## config.mk

```make
export PLATFORM = sky130hd
export DESIGN_NAME = dram_nibble_seq
export DESIGN_NICKNAME = d
export VERILOG_FILES = /design/src/rtl/dram_nibble_seq.sv
export SDC_FILE = /design/constraint.sdc
export NUM_CORES = 1
export LEC_CHECK = 0
export BUFFER_PORTS_ARGS = -buffer_cell sky130_fd_sc_hd__buf_2
export CORE_ASPECT_RATIO = 1.25
export CORE_MARGIN = 2
export CORE_UTILIZATION = 40
export DETAILED_ROUTE_END_ITERATION = 8
export PLACE_DENSITY_LB_ADDON = 0.12
export SLEW_MARGIN = 20
export SYNTH_ARGS = -nofsm -noshare
export SYNTH_HDL_FRONTEND = slang
export SYNTH_SLANG_ARGS = --single-unit
```

## constraint.sdc

```tcl
create_clock -name clk -period 2 [get_ports clk]
set_input_delay 0.4 -clock clk [delete_from_list [all_inputs] [get_ports clk]]
set_output_delay 0.4 -clock clk [all_outputs]
set_load 0.1 [all_outputs]
```

## src/rtl/dram_nibble_seq.sv

```systemverilog
module dram_nibble_seq #(
  parameter int ADDR_W = 16,
  parameter int ROW_W  = 8,
  parameter int NIB_W  = 4,
  localparam int DATA_W = 2 * NIB_W,
  localparam int COL_W  = ADDR_W - ROW_W + 1,
  localparam int DA_W   = (ROW_W > COL_W) ? ROW_W : COL_W
) (
  input  logic              clk,
  input  logic              rst_n,
  input  logic [1:0]        mode,
  input  logic              vid_req,
  input  logic [ADDR_W-1:0] vid_addr,
  input  logic              cpu_req,
  input  logic              cpu_rnw,
  input  logic [ADDR_W-1:0] cpu_addr,
  input  logic [DATA_W-1:0] cpu_wdata,
  output logic              cpu_ce,
  output logic              cpu_valid,
  output logic              vid_valid,
  output logic [DATA_W-1:0] rd_data,
  output logic [2:0]        slot_phase,
  output logic              ras_n,
  output logic              cas_n,
  output logic [DA_W-1:0]   dram_a,
  output logic              dram_we_n,
  output logic [NIB_W-1:0]  dram_dq_out,
  output logic              dram_dq_oe,
  input  logic [NIB_W-1:0]  dram_dq_in
);
  timeunit 1ns; timeprecision 1ps;

  typedef enum logic [1:0] {OWN_NONE, OWN_CPU, OWN_VID} owner_t;

  logic [2:0]        ph;
  logic              odd_q;
  owner_t            own_q;
  logic [ADDR_W-1:0] addr_q;
  logic              wr_q;
  logic [DATA_W-1:0] wd_q;
  logic [NIB_W-1:0]  lo_q;

  logic vid_turn, grant_vid, act, slot_end;

  assign slot_end  = (ph == 3'd7);
  assign vid_turn  = (mode == 2'd1) ? odd_q : mode[1];
  assign grant_vid = vid_req && vid_turn;
  assign cpu_ce    = slot_end && !grant_vid;
  assign act       = (own_q != OWN_NONE);

  always_ff @(posedge clk) begin
    if (!rst_n) begin
      ph        <= '0;
      odd_q     <= 1'b0;
      own_q     <= OWN_NONE;
      addr_q    <= '0;
      wr_q      <= 1'b0;
      wd_q      <= '0;
      lo_q      <= '0;
      rd_data   <= '0;
      cpu_valid <= 1'b0;
      vid_valid <= 1'b0;
    end else begin
      ph <= ph + 3'd1;
      if (slot_end) begin
        odd_q  <= ~odd_q;
        own_q  <= grant_vid ? OWN_VID : (cpu_req ? OWN_CPU : OWN_NONE);
        addr_q <= grant_vid ? vid_addr : cpu_addr;
        wr_q   <= !grant_vid && cpu_req && !cpu_rnw;
        wd_q   <= cpu_wdata;
      end
      if (ph == 3'd3) lo_q <= dram_dq_in;
      if (ph == 3'd5 && act && !wr_q) rd_data <= {dram_dq_in, lo_q};
      cpu_valid <= (ph == 3'd5) && (own_q == OWN_CPU);
      vid_valid <= (ph == 3'd5) && (own_q == OWN_VID);
    end
  end

  logic [ROW_W-1:0]  row_w;
  logic [COL_W-2:0]  col_w;

  assign row_w       = addr_q[ADDR_W-1 -: ROW_W];
  assign col_w       = addr_q[COL_W-2:0];
  assign slot_phase  = ph;
  assign ras_n       = !(act && ph >= 3'd1 && ph <= 3'd5);
  assign cas_n       = !(act && (ph == 3'd3 || ph == 3'd5));
  assign dram_a      = (ph < 3'd2) ? DA_W'(row_w) : DA_W'({col_w, ph[2]});
  assign dram_we_n   = !(act && wr_q && ph >= 3'd2 && ph <= 3'd5);
  assign dram_dq_oe  = !dram_we_n;
  assign dram_dq_out = ph[2] ? wd_q[DATA_W-1:NIB_W] : wd_q[NIB_W-1:0];
endmodule


```

# [Word level (Yosys, flattened, before mapping)]
# Index checks and enable logic that the tools add are counted.
[totals] input_bits=51 regBits=45 out_inout_bits=31 elab_cells=50
[op_classes] n_bitwise=1 n_eq_ne=6 magnitude_cmp=4 reduce_logical=22 n_mux=6 add_sub_neg=1
[op_table] op="$mux 16" count=1
[op_table] op="$logic_and 1x1->1" count=14
[op_table] op="$mux 9" count=1
[op_table] op="$eq 3x3->1 const B" count=2
[op_table] op="$logic_not 1->1" count=6
[op_table] op="$eq 2x1->1 const B" count=2
[op_table] op="$mux 4" count=1
[op_table] op="$add 3x1->3 const B" count=1
[op_table] op="$eq 3x2->1 const B" count=1
[op_table] op="$ge 3x1->1 const B" count=1
[op_table] op="$ge 3x2->1 const B" count=1
[op_table] op="$le 3x3->1 const B" count=1
[op_table] op="$lt 3x2->1 const B" count=1
[op_table] op="$eq 2x2->1 const B" count=1
[op_table] op="$mux 1" count=2
[op_table] op="$mux 2" count=1
[op_table] op="$reduce_bool 2->1" count=1
[op_table] op="$logic_or 1x1->1" count=1
[op_table] op="$not 1->1" count=1

# [Longest topological paths before layout]
[depth] depth_word=6 ltp_mapped=7 depth_no_buf=5

# [Worst setup path after synthesis]
# No wires, ideal clock.
[synth_timing] path_kind="flip-flop to output port" from="register ph[1] (netlist: slot_phase[1])" to="output port cpu_ce" setup_slack_ns=-1.788 stages_incl_launch_ff=6 t_arrival_ns=3.388 n_path_buf=1 required_time_ns=1.600 cell_sequence="dfxtp_1 > ha_1 > ha_1 > inv_1 > clkbuf_1 > a21oi_1"
[synth_between] elab_chain_len=2
[synth_lines] item="from (decl)" line_no="35" text="logic [2:0] ph;"
[synth_lines] item="from (signal assigned)" line_no="64" text="ph <= ph + 3'd1;"
[synth_lines] item="$eq 3x3->1" line_no="45" text="assign slot_end = (ph == 3'd7);"
[synth_lines] item="$logic_and 1x1->1" line_no="48" text="assign cpu_ce = slot_end && !grant_vid;"
[synth_lines] item="to (decl)" line_no="18" text="output logic cpu_ce,"
# Every way passes these cells.

# [Final worst setup path]
[layout_timing] from="register ph[1] (netlist: slot_phase[1])" to="output port cas_n"
[layout_between] elab_chain_len=4 elab_cells_between_ends=5 cone_classes="2 x eq/ne; 3 x reduce/logical"
[layout_lines] item="$eq 3x2->1 / $eq 3x3->1 (equally long branches)" line_no="86" text="assign cas_n = !(act && (ph == 3'd3 || ph == 3'd5));"
[layout_lines] item="$logic_or 1x1->1 *" line_no="86"
[layout_lines] item="$logic_and 1x1->1 *" line_no="86"
[layout_lines] item="$logic_not 1->1 *" line_no="86"
[layout_lines] item="to (decl)" line_no="24" text="output logic cas_n,"
# Mark *: on every way between the ends. The rest lies on a longest branch, timed or not.

==> impl_metrics.env <==
export IMPL_synth_top_area_share_pct=42.4
export IMPL_grt_pass1_vias=1942
export IMPL_ant_nets=0
export IMPL_irDropWorstVdd_mv=0.388
export IMPL_worstPathCellList="inv_1 -> ha_4 -> mux2_2 -> o21ai_4 -> buf_12"
export IMPL_syn_area_per_cell_um2=9.25
export IMPL_path_max_fanout=7
export IMPL_vias_per_cell=5.20
export IMPL_instances_no_fill=376
export IMPL_cts_tree="built"
export IMPL_wl_per_cell_um=14.4
export IMPL_setup_viol=0
export IMPL_worstSetupPathType="flop to primary output"
export IMPL_diodes=0
export IMPL_end_kind="primary output"
export IMPL_rr_worst_depth=6
export IMPL_portBuffers=81
export IMPL_clockBufferDepth=2
export IMPL_clock_sinks=45
export IMPL_fin_skew_ns=0.00829
export IMPL_synth_yosys_seq_area_share_pct=42.4
export IMPL_fmax_mhz=515
export IMPL_grt_max_degree=25
export IMPL_area_delta_synth_final_pct=36.4
export IMPL_hold_depth=3
export IMPL_layout_nets=368
export IMPL_status="finished, final reports clean"
export IMPL_via_count=1954
export IMPL_hold_class="input port to flop"
export IMPL_grt_overflow=0
export IMPL_drc=0
export IMPL_hold_path_end="wd_q[7]$_SDFFE_PN0N_"
export IMPL_finalHoldViolations=0
export IMPL_cp_arrival_ns=1.54
export IMPL_initial_utilization_pct=41.6
export IMPL_syn_cell_area_um2=2130
export IMPL_power_density_nw_per_um2=646
export IMPL_synth_area_leaders="dfxtp_1 (42%), a32o_1 (7.5%), a21oi_1 (6.4%), o21a_1 (6.4%), mux2_1 (6.4%)"
export IMPL_grt_total_usage_pct=19.0
export IMPL_wl_um=5430
export IMPL_synth_fp_nets=285
export IMPL_utilization_pct=56.7
export IMPL_cts_buffers=5
export IMPL_drt_pass1_iterations=4
export IMPL_grt_pass1_wl_um=8910
export IMPL_die_h_um=85.5
export IMPL_clk_latency_ns=0.30
export IMPL_core_area_um2=5120
export IMPL_cts_htree_levels=2
export IMPL_hold_start="cpu_wdata[7]"
export IMPL_ys_seq_elements=45
export IMPL_clk_pin_slew_worst_paths_ns=0.09
export IMPL_die_area_um2=5920
export IMPL_layout_drive_gt1_share_pct=38.2
export IMPL_ys_warn_count=0
export IMPL_crit_slowest_cell="dfxtp_4"
export IMPL_antenna_found_initial=0
export IMPL_cts_root_buffer="clkbuf_8"
export IMPL_reg2reg_to="addr_q[14]$_SDFFE_PN0N_"
export IMPL_r2r_slack_ns=0.20
export IMPL_crit_required_ns=1.60
export IMPL_worst_pin_slew_ns=0.728
export IMPL_drv_cap=0
export IMPL_rr_startpoint="slot_phase[1]$_SDFF_PN0_"
export IMPL_ys_types=31
export IMPL_core_rowCount=29
export IMPL_finalCriticalPeriod_ns=1.94
export IMPL_finalCritPeriodShare_pct=97.1
export IMPL_hold_buffers=0
export IMPL_critPathLaunchType="flop"
export IMPL_synth_cells=230
export IMPL_crit_path_max_incr_delay_ns=0.40
export IMPL_io_pins=82
export IMPL_gp_congestion=0.734
export IMPL_p_leak_nw=1.25
export IMPL_hpwl_um=3810
export IMPL_slew_headroom_pct=51.4
export IMPL_die_x_um=69.2
export IMPL_slew_viol_final=0
export IMPL_drtIter0Drc=84
export IMPL_dpl_cell_count=363
export IMPL_num_fill_cells=506
export IMPL_yosys_area_top_type="dfxtp_1"
export IMPL_rsz0062_at_grt="false"
## synth_stat cells
cell type / instances
a211oi_1: 1
a21o_1: 2
a21oi_1: 27
a32o_1: 16
and2_1: 1
buf_1: 2
buf_2: 4
buf_4: 1
buf_6: 5
clkbuf_1: 7
dfxtp_1: 45
ha_1: 4
inv_1: 4
inv_2: 1
mux2_1: 12
mux2i_1: 12
nand2_1: 17
nand3_1: 9
nor2_1: 19
nor2_2: 1
nor2b_1: 2
nor3_1: 1
nor3b_1: 2
o211a_2: 1
o211ai_2: 1
o21a_1: 18
o21ai_0: 3
o21ai_1: 9
or2_1: 1
xnor2_1: 1
xor2_1: 1
## stage by stage
stage	cell area [µm²]	total power [W]	TNS [ns]	setup WS [ns]	hold slack (ns)
after detailed placement	2710	0.00117	0	0.223	0.439
after floorplan	2210	0.00109	-0.0531	-0.0531	0.443
after CTS	2890	0.00190	0	0.0250	0.332
after global placement	2710	0.00117	0	0.230	0.444
final	2900	0.00188	0	0.0586	0.337
after global routing	2900	0.00196	0	0.00435	0.344
## cell type report
| type | count | area (µm²) | area share (%) |
|---|---|---|---|
| clock buffer | 6 | 82.6 | 2.85 |
| clock inverter | 2 | 36.3 | 1.25 |
| inverter | 5 | 21.3 | 0.733 |
| multi-input combinational | 161 | 1160 | 40.1 |
| sequential | 45 | 912 | 31.4 |
| tap | 62 | 77.6 | 2.67 |
| timing repair buffer | 95 | 607 | 20.9 |
## how the worst max path moves through the flow
stage               slack [ns]                       to  cells after the start                startpoint
floorplan                -0.05                   cpu_ce                      5  slot_phase[1]$_SDFF_PN0_
global placement          0.23                dram_a[6]                      4  slot_phase[2]$_SDFF_PN0_
detailed placement        0.22  addr_q[10]$_SDFFE_PN0N_                      5  slot_phase[1]$_SDFF_PN0_
CTS                       0.02                    cas_n                      5  slot_phase[1]$_SDFF_PN0_
global route             0.004                dram_a[5]                      4  slot_phase[2]$_SDFF_PN0_
finish                    0.06                    cas_n                      5  slot_phase[1]$_SDFF_PN0_
## registers in the layout, indices dropped and copies added, names as in the netlist
signal,cells
addr_q,16
cpu_valid,1
lo_q,4
odd_q,1
own_q,2
rd_data,8
slot_phase,3
vid_valid,1
wd_q,8
wr_q,1
## critical path: cells and delay by family, from the launching register on
| kind | cells | cell delay [ns] |
|---|---|---|
| DFF | 1 | 0.40 |
| muxes | 1 | 0.30 |
| buffers and inverters | 2 | 0.29 |
| adders and majority gates | 1 | 0.18 |
| AOI/OAI and AO/OA | 1 | 0.08 |
## cells in the final DEF, fill, tap and decap left out, types with 2 or more instances in the layout
master,Yosys,final
buf_2,4,69
dfxtp_1,45,42
a21oi_1,27,26
buf_4,1,20
nor2_1,19,18
o21a_1,18,18
nand2_1,17,17
a32o_1,16,16
mux2i_1,12,12
mux2_1,12,11
o21ai_1,9,9
nand3_1,9,9
clkbuf_8,0,6
buf_12,0,5
inv_1,4,3
ha_4,0,3
dfxtp_4,0,3
a21o_1,2,2
inv_4,0,2
nor3b_1,2,2
## where the power goes
part           internal [W]  switching (W)  leakage (nW)
Combinational     0.0000901       0.000152         0.826
Sequential         0.000905      0.0000138         0.365
Clock              0.000407       0.000306        0.0617
## logic make-up after synthesis
family / count (synthesis) / synth area share, %
fa+ha+maj: 4 / 2.35
mux: 24 / 12.0
buf+inv: 24 / 6.41
simple gates: 53 / 10.9
compound gates: 78 / 25.2
xor+xnor: 2 / 0.824
flops: 45 / 42.4
## metal layers
layer	GRT usage [%]	vias up	wire length [µm]
met5	0	-	0
met4	5.35	0	59
met3	5.17	6	294
met2	33.7	54	2830
met1	22.4	905	2250
li1	-	989	-
## what timing repair did
item / 4_1_cts / 5_1_grt
gates resized for setup: 10 / 1
setup endpoints to repair: 9 / 2
setup buffers: 5 / 0
Note: power is estimated with default switching activity, not from simulation.
